==> src/rtl/intc_pkg.sv <==
package intc_pkg;
  localparam int NUM_SRC = 11;
  localparam int NUM_HI  = 8;
  localparam int NUM_LO  = NUM_SRC - NUM_HI;

  typedef logic [NUM_SRC-1:0] src_vec_t;

  localparam src_vec_t HI_MASK = src_vec_t'((1 << NUM_HI) - 1);
  localparam src_vec_t LO_MASK = ~HI_MASK;

  // source k sits at bit (7-k) of the high byte
  function automatic logic [7:0] hi_byte(src_vec_t v);
    logic [7:0] b;
    b = '0;
    for (int i = 0; i < NUM_HI; i++) b[7-i] = v[i];
    return b;
  endfunction

  // source NUM_HI+j sits at bit (7-j) of the low byte
  function automatic logic [7:0] lo_byte(src_vec_t v);
    logic [7:0] b;
    b = '0;
    for (int j = 0; j < NUM_LO; j++) b[7-j] = v[NUM_HI+j];
    return b;
  endfunction

  function automatic src_vec_t from_hi(logic [7:0] b);
    src_vec_t v;
    v = '0;
    for (int i = 0; i < NUM_HI; i++) v[i] = b[7-i];
    return v;
  endfunction

  function automatic src_vec_t from_lo(logic [7:0] b);
    src_vec_t v;
    v = '0;
    for (int j = 0; j < NUM_LO; j++) v[NUM_HI+j] = b[7-j];
    return v;
  endfunction
endpackage

==> src/rtl/irq_flag_bank.sv <==
module irq_flag_bank #(
  parameter int N = 11
) (
  input  logic         clk_i,
  input  logic         rst_ni,
  input  logic [N-1:0] set_i,
  input  logic [N-1:0] sw_clr_i,
  input  logic [N-1:0] hw_clr_i,
  output logic [N-1:0] flag_o
);
  for (genvar k = 0; k < N; k++) begin : g_flag
    logic q;
    always_ff @(posedge clk_i or negedge rst_ni) begin
      if (!rst_ni)                       q <= 1'b0;
      else if (set_i[k])                 q <= 1'b1;  // set beats clear
      else if (sw_clr_i[k] || hw_clr_i[k]) q <= 1'b0;
    end
    assign flag_o[k] = q;
  end
endmodule

==> src/rtl/irq_prio_sel.sv <==
module irq_prio_sel #(
  parameter int          N        = 11,
  parameter logic [15:0] VEC_TOP  = 16'hFFFA,
  parameter logic [15:0] VEC_STEP = 16'd2
) (
  input  logic [N-1:0] req_i,
  output logic         any_o,
  output logic [N-1:0] sel_o,
  output logic [15:0]  vector_o
);
  logic [N:0] above;  // above[k]: some higher-priority request exists

  assign above[0] = 1'b0;
  for (genvar k = 0; k < N; k++) begin : g_chain
    assign sel_o[k]   = req_i[k] & ~above[k];
    assign above[k+1] = above[k] | req_i[k];
  end
  assign any_o = above[N];

  always_comb begin
    vector_o = '0;
    for (int k = 0; k < N; k++)
      if (sel_o[k]) vector_o = VEC_TOP - 16'(k) * VEC_STEP;
  end
endmodule

==> src/rtl/irq_master_en.sv <==
module irq_master_en (
  input  logic clk_i,
  input  logic rst_ni,
  input  logic set_i,
  input  logic clr_i,
  output logic mie_o
);
  always_ff @(posedge clk_i or negedge rst_ni) begin
    if (!rst_ni)    mie_o <= 1'b0;
    else if (clr_i) mie_o <= 1'b0;
    else if (set_i) mie_o <= 1'b1;
  end
endmodule

==> src/rtl/irq_vector_ctrl.sv <==
module irq_vector_ctrl
  import intc_pkg::*;
#(
  parameter logic [7:0]  EN_LO_ADDR = 8'hF4,
  parameter logic [7:0]  FL_LO_ADDR = 8'hF5,
  parameter logic [7:0]  EN_HI_ADDR = 8'hF6,
  parameter logic [7:0]  FL_HI_ADDR = 8'hF7,
  parameter logic [15:0] VEC_TOP    = 16'hFFFA,
  parameter logic [15:0] VEC_STEP   = 16'd2
) (
  input  logic               clk_i,
  input  logic               rst_ni,
  input  logic [7:0]         bus_addr_i,
  input  logic               bus_wr_i,
  input  logic [7:0]         bus_wdata_i,
  output logic [7:0]         bus_rdata_o,
  input  logic [NUM_SRC-1:0] src_pulse_i,
  input  logic               ack_i,
  input  logic               di_i,
  input  logic               ei_i,
  input  logic               reti_i,
  output logic               irq_o,
  output logic [15:0]        vector_o,
  output logic               stop_wake_o
);
  localparam int N = NUM_SRC;

  src_vec_t en_q, flag_q, pend, sel, sw_clr, hw_clr;
  logic     any_pend, mie, accept;

  logic wr_en_hi, wr_en_lo, wr_fl_hi, wr_fl_lo;
  assign wr_en_hi = bus_wr_i && (bus_addr_i == EN_HI_ADDR);
  assign wr_en_lo = bus_wr_i && (bus_addr_i == EN_LO_ADDR);
  assign wr_fl_hi = bus_wr_i && (bus_addr_i == FL_HI_ADDR);
  assign wr_fl_lo = bus_wr_i && (bus_addr_i == FL_LO_ADDR);

  always_ff @(posedge clk_i or negedge rst_ni) begin
    if (!rst_ni) en_q <= '0;
    else if (wr_en_hi) en_q <= (en_q & ~HI_MASK) | (from_hi(bus_wdata_i) & HI_MASK);
    else if (wr_en_lo) en_q <= (en_q & ~LO_MASK) | (from_lo(bus_wdata_i) & LO_MASK);
  end

  // software may only clear flags: a 0 bit clears, a 1 bit keeps
  always_comb begin
    sw_clr = '0;
    if (wr_fl_hi) sw_clr = HI_MASK & ~from_hi(bus_wdata_i);
    if (wr_fl_lo) sw_clr = LO_MASK & ~from_lo(bus_wdata_i);
  end

  assign accept = ack_i & irq_o;
  assign hw_clr = accept ? sel : '0;

  irq_flag_bank #(.N(N)) u_flags (
    .clk_i    (clk_i),
    .rst_ni   (rst_ni),
    .set_i    (src_pulse_i),
    .sw_clr_i (sw_clr),
    .hw_clr_i (hw_clr),
    .flag_o   (flag_q)
  );

  assign pend = flag_q & en_q;

  irq_prio_sel #(.N(N), .VEC_TOP(VEC_TOP), .VEC_STEP(VEC_STEP)) u_prio (
    .req_i    (pend),
    .any_o    (any_pend),
    .sel_o    (sel),
    .vector_o (vector_o)
  );

  irq_master_en u_mie (
    .clk_i  (clk_i),
    .rst_ni (rst_ni),
    .set_i  (ei_i | reti_i),
    .clr_i  (di_i | accept),
    .mie_o  (mie)
  );

  assign irq_o       = mie & any_pend;
  assign stop_wake_o = any_pend;

  always_comb begin
    unique case (bus_addr_i)
      EN_HI_ADDR: bus_rdata_o = hi_byte(en_q);
      EN_LO_ADDR: bus_rdata_o = lo_byte(en_q);
      FL_HI_ADDR: bus_rdata_o = hi_byte(flag_q);
      FL_LO_ADDR: bus_rdata_o = lo_byte(flag_q);
      default:    bus_rdata_o = 8'h00;
    endcase
  end
endmodule

==> config.mk <==
export PLATFORM = sky130hd
export DESIGN_NAME = irq_vector_ctrl
export DESIGN_NICKNAME = d
export VERILOG_FILES = /design/src/rtl/intc_pkg.sv /design/src/rtl/irq_flag_bank.sv /design/src/rtl/irq_prio_sel.sv /design/src/rtl/irq_master_en.sv /design/src/rtl/irq_vector_ctrl.sv
export SDC_FILE = /design/constraint.sdc
export NUM_CORES = 1
export LEC_CHECK = 0
export BUFFER_PORTS_ARGS = -buffer_cell sky130_fd_sc_hd__buf_2
export CAP_MARGIN = 40
export CORE_UTILIZATION = 48
export CTS_CLUSTER_DIAMETER = 30
export DETAILED_ROUTE_END_ITERATION = 10
export GPL_TIMING_DRIVEN = 0
export PLACE_DENSITY = 0.8
export SLEW_MARGIN = 15
export SYNTH_ARGS = -nofsm -noshare
export SYNTH_HDL_FRONTEND = slang
export SYNTH_SLANG_ARGS = --single-unit
==> constraint.sdc <==
create_clock -name clk_i -period 2 [get_ports clk_i]
set_input_delay 0.3 -clock clk_i [delete_from_list [all_inputs] [get_ports clk_i]]
set_output_delay 0.3 -clock clk_i [all_outputs]
set_load 0.01 [all_outputs]
Word-level counts from Yosys, hierarchy flattened
Index checks and enable logic that the tools add are counted.
{"block": "op_classes", "add_sub_neg": 0, "n_mul": 0, "div": 0, "n_lt_le_gt_ge": 0, "eq_ne": 4, "n_shift": 0, "n_mux": 41, "bitwise": 39, "n_reduce_logical": 28}
{"operator": "16-bit 2-to-1 mux", "count": 11}
{"operator": "11-bit 2-to-1 mux", "count": 4}
{"operator": "8-bit == test, second input constant", "count": 4}
{"operator": "8-bit case mux with 4 select lines", "count": 1}
{"operator": "2-bit nonzero test", "count": 13}
{"operator": "1-bit 2-to-1 mux", "count": 24}
{"operator": "1-bit bitwise AND", "count": 12}
{"operator": "1-bit bitwise OR", "count": 12}
{"operator": "11-bit bitwise AND", "count": 1}
{"operator": "1-bit logical OR", "count": 11}
{"operator": "11-bit inverter", "count": 1}
{"operator": "11-bit by 8-bit bitwise OR with 11-bit output", "count": 1}
{"operator": "8-bit by 11-bit bitwise OR with 11-bit output", "count": 1}
{"operator": "1-bit inverter", "count": 10}
{"operator": "8-bit 2-to-1 mux", "count": 1}
{"operator": "8-bit inverter", "count": 1}
{"operator": "1-bit logical AND", "count": 4}
{"block": "totals", "regBits": 23, "latchBits": 0, "ram_bits": 0, "rom_bits": 0, "output_inout_bits": 26, "wordCells": 125, "memories": 0}

Longest topological paths before layout
{"block": "logic_depth", "word_depth": 17, "ltp_mapped": 5}

Hierarchy
A second synthesis with hierarchy kept.
{"block": "unflattened", "cells_unflattened": 189, "area_unflattened_um2": 1739.2}
{"module": "irq_vector_ctrl", "n_inst": 1, "cells_each": 95, "area_per_inst_um2": 887.1}
{"module": "irq_flag_bank", "n_inst": 1, "cells_each": 44, "area_per_inst_um2": 481.7}
{"module": "irq_prio_sel", "n_inst": 1, "cells_each": 48, "area_per_inst_um2": 335.3}
{"module": "irq_master_en", "n_inst": 1, "cells_each": 2, "area_per_inst_um2": 35.0}

Least setup slack after synthesis
No wires, ideal clock.
{"block": "synth_timing", "path_type": "reg2out", "start": "reg en_q[8]", "end": "out vector_o[10]", "arrival_time_ps": 1556, "required_ps": 1700, "path_slack_ps": 144, "path_stages_with_launch": 5, "path_buffers": 1, "path_cell_list": "dfrtp_1 a222oi_1 and2_1 nand3_1 buf_4"}
{"block": "synth_via", "elab_chain_len": 6, "elab_cells_between_ends": 11, "classes_between": "mux (3); bitwise (8)"}
{"item": "from (decl)", "line_no": "irq_vector_ctrl.sv:28", "source": "src_vec_t en_q, flag_q, pend, sel, sw_clr, hw_clr;"}
{"item": "from (signal assigned)", "line_no": "irq_vector_ctrl.sv:39", "source": "else if (wr_en_hi) en_q <= (en_q & ~HI_MASK) | (from_hi(bus_wdata_i) & HI_MASK);"}
{"item": "from (signal assigned)", "line_no": "irq_vector_ctrl.sv:40", "source": "else if (wr_en_lo) en_q <= (en_q & ~LO_MASK) | (from_lo(bus_wdata_i) & LO_MASK);"}
{"item": "11-bit bitwise AND *", "line_no": "irq_vector_ctrl.sv:62", "source": "assign pend = flag_q & en_q;"}
{"item": "1-bit bitwise OR", "line_no": "irq_prio_sel.sv:16", "source": "assign above[k+1] = above[k] | req_i[k];"}
{"item": "1-bit inverter / 1-bit bitwise OR (equally long branches)", "line_no": "irq_prio_sel.sv:15, irq_prio_sel.sv:16"}
{"item": "1-bit bitwise AND / 1-bit inverter (equally long branches)", "line_no": "irq_prio_sel.sv:15", "source": "assign sel_o[k] = req_i[k] & ~above[k];"}
{"item": "16-bit 2-to-1 mux / 1-bit bitwise AND (equally long branches)", "line_no": "irq_prio_sel.sv:23, irq_prio_sel.sv:15"}
{"item": "16-bit 2-to-1 mux *", "line_no": "irq_prio_sel.sv:23", "source": "if (sel_o[k]) vector_o = VEC_TOP - 16'(k) * VEC_STEP;"}
{"item": "to (decl)", "line_no": "irq_vector_ctrl.sv:23", "source": "output logic [15:0] vector_o,"}
Mark *: on every way between the ends. The rest lies on a longest branch, timed or not.

Worst setup path in the final report
{"block": "layout_timing", "start": "reg en_q[8]", "end": "out vector_o[1]"}
The elaborated chain is that of the path after synthesis.

==> metrics.md <==
| Metric | Value |
|---|---|
| Status | finished, violations left |
| Violated checks | DRC, setup timing |
| Die Ht | 57.5 um |
| Core area | 2830 sq um |
| Vias in the first global route | 1,497 |
| Critical path type | reg -> out |
| Pleak | 0.00103 uW |
| DRC | 6 |
| WP data arrival | 1.97 ns |
| Post-Syn Nets | 178 |
| Via density | 5.92 |
| Largest net degree at the start of global routing | 24 |
| Crit path time final | 2.27 ns |
| XOR/XNOR Fraction of Synth Area | 0% |
| Sequential fraction of the synthesis area | 39.0% |
| Die area | 3300 sq um |
| Placed cell areas | 1800 sq um |
| HPWL Detailed | 2920 um |
| Simple-gate area share of the yosys netlist | 22.7% |
| Slew HR | 64.5% |
| Most instantiated cells after synthesis | dfrtp_1, nand2_1, buf_4, mux2_1, nand3_1 |
| Clock sinks | 23 |
| CTS tree | done |
| Fillers | 189 |
| Slew Limit Fails | 0 |
| # rows | 19 |
| Via count of the routed design | 1,486 |
| Synth top area share | 39.0% |
| Worst setup margin | -0.268 ns |
| Hold Violations, Final | 0 |
| Die Span X | 57.5 um |
| Critical path fanouts, max | 3 |
| Main combinational cell family by area after synthesis | simple AND/OR/NAND/NOR gates |
| Post-synthesis mux area share | 16.3% |
| Gate Count Post-Synth | 144 |
| Clock-pin transition on the worst setup and hold timing paths | 0.13 ns |
| GRT Util Overall | 27.4% |
| Design area | 2120 sq um |
| Number of synthesized register bits | 23 |
| Flip-flop and latch area | 576 sq um |
| Initial Util | 52.2% |
| Peak supply drop | 444 uV |
| Syn avg cell area | 10.3 sq um |
| Area share of fa/ha/maj cells after synthesis | 0% |
| Final Setup Violations | 16 |
| Fmax achieved | 0.441 GHz |
| Number of synthesized flops with an enable pin | 0 |
| Layout cells sized above 1 | 45.9% |
| Synth unique cells | 41 |
| H-Tree Depth | 1 |
| Startpoint Class | flip-flop |
| Total gr overflow | 0 |
| CP Data Required Time | 1.70 ns |
| CP top delay family | compound AO/OA/AOI/OAI gates |
| Worst clock skew | 0.0102 ns |
| Top post-synthesis cells by area | dfrtp_1, mux2_1, buf_4, mux4_2, nand2_1 |
| Fraction of registers with async set/reset | 100% |
| HP Class | in -> reg |
| Synth-to-layout area growth | 43.3% |
| Top-count cell post-synth | dfrtp_1 |
| Ant. Diodes | 0 |
| Crit share post-route | 113% |
| CTS root buffer | clkbuf_4 |
| CTS buffer count | 3 |
| Sum of buffers and inverters on the critical path | 3 |
| DRT Pass-1 Iters | 9 |
| Final nets | 255 |
| Boundary Pins | 60 |
| Clk_lat worst skew | 0.32 ns |
| CP max-delay cell | dfrtp_1 |
| Least-Margin Pin Slew | 0.528 ns |
| Cells along the critical path | a222oi_1 > buf_4 > buf_6 > and3b_2 > a31oi_2 > o211ai_1 > buf_2 |
| Yosys warns | 0 |
| Initial DRC Count | 69 |
| Global-route wire length before repair | 6820 um |
| Initial antenna violation count | 0 |
| Cell taking the most area after synthesis | dfrtp_1 |
| Post-synthesis compound-gate area fraction | 14.3% |
| Total power | 1420 uW |
| Footprint of the multi-input gates | 846 sq um |
| Max cap viols | 0 |
| Most used DFF post-synth | dfrtp_1 |
| Maximum clock path buffer count | 2 |
| RSZ-0062 raised after global routing | true |
| Drt wl/cell | 16.7 um |
| Antenna viol nets, final | 0 |
| Pwr/cell area | 669 nW/um^2 |
| Capturing element type of the critical path | primary output |
| Post-synthesis cell area | 1480 sq um |
| GPL Wtd Cong | 0.887 |
| Crit path largest cell delay | 0.42 ns |
| Port bufs | 57 |
| Wirelength, routed | 4180 um |
final cells by class:
type | count | area share, %
clock buffers | 3 | 1.06
plain buffers | 13 | 6.26
repair buffers | 71 | 22.8
well taps | 31 | 1.83
inverters | 4 | 0.709
flip-flops and latches | 23 | 27.2
multi-input cells | 105 | 40.0
clock inverters | 1 | 0.236
final timing paths:
check                                           end                 from  cells past startpoint  slack [ns]
worst max-delay path                    vector_o[1]              en_q[8]                      7       -0.27
worst min-delay path                    u_mie.mie_o                 di_i                      2        0.14
worst max register to register  u_flags.g_flag[0].q              en_q[8]                      8        0.13
worst min register to register  u_flags.g_flag[9].q  u_flags.g_flag[9].q                      1        0.55
max in group asynchronous                   en_q[3]               rst_ni                      2        1.17
min in group asynchronous                   en_q[9]               rst_ni                      2        0.48
cell families after synthesis:
family | Yosys count
flops | 23
buf+inv | 17
other cells | 1
mux | 19
compound gates | 28
simple gates | 56
power by group:
group / internal, uW / total (uW) / leakage, uW / switching [uW]
Sequential: 480 / 496 / 0.000261 / 16.0
Clock: 74.9 / 216 / 0.0000177 / 141
Combinational: 417 / 704 / 0.000752 / 287
Total: 972 / 1420 / 0.00103 / 445
stage by stage:
| step | setup WS [ns] | util (%) | TNS, ns | instances | hold slack (ns) |
|---|---|---|---|---|---|
| after floorplan | 0.144 | - | 0 | 144 | 0.00441 |
| after global placement | -0.110 | 63.7 | -1.10 | 232 | 0.292 |
| after detailed placement | -0.173 | 63.7 | -1.75 | 232 | 0.301 |
| after CTS | -0.216 | 71.3 | -2.48 | 250 | 0.131 |
| after global routing | -0.363 | 74.8 | -4.38 | 251 | 0.119 |
| final | -0.268 | 74.8 | -3.33 | 251 | 0.135 |
metal layers:
layer / wire [um] / part of all wire, % / global-route usage (%)
met1: 1630 / 39 / 33.1
met2: 2240 / 54 / 50.5
met3: 222 / 5.3 / 2.95
met4: 87 / 2.1 / 9.06
met5: 0 / 0 / 0
flip-flops by register name, summed over array words and instances, names as in the netlist:
signal	count
u_flags.g_flag.q	11
en_q	11
u_mie.mie_o	1
repair_timing:
| item | in CTS | in global routing |
|---|---|---|
| pin swaps | 3 | 6 |
| endpoints found under the hold margin | 23 | 0 |
| gates resized for setup | 16 | 18 |
| setup buffers | 12 | 1 |
| hold buffers | 1 | 0 |
| endpoints found under the setup margin | 16 | 16 |
| cloned | 1 | 0 |
layout by cell type, fill, tap and decap left out, types with 2 or more instances in the layout:
cell type  instances
buf_2             45
buf_6             25
dfrtp_1           23
nand2_1           14
buf_4             13
mux2_1            11
nor2_1             6
nand3_1            6
mux2i_1            5
and2_1             4
inv_1              4
a31o_1             4
o221ai_1           4
nand2b_1           4
mux4_2             3
a22o_1             3
a22oi_1            3
or4_1              3
nor3_1             3
clkbuf_4           3
and3_1             2
and2_4             2
o21ai_1            2
o21ai_0            2
nand3_4            2
Power figures use the tool's default switching activity.
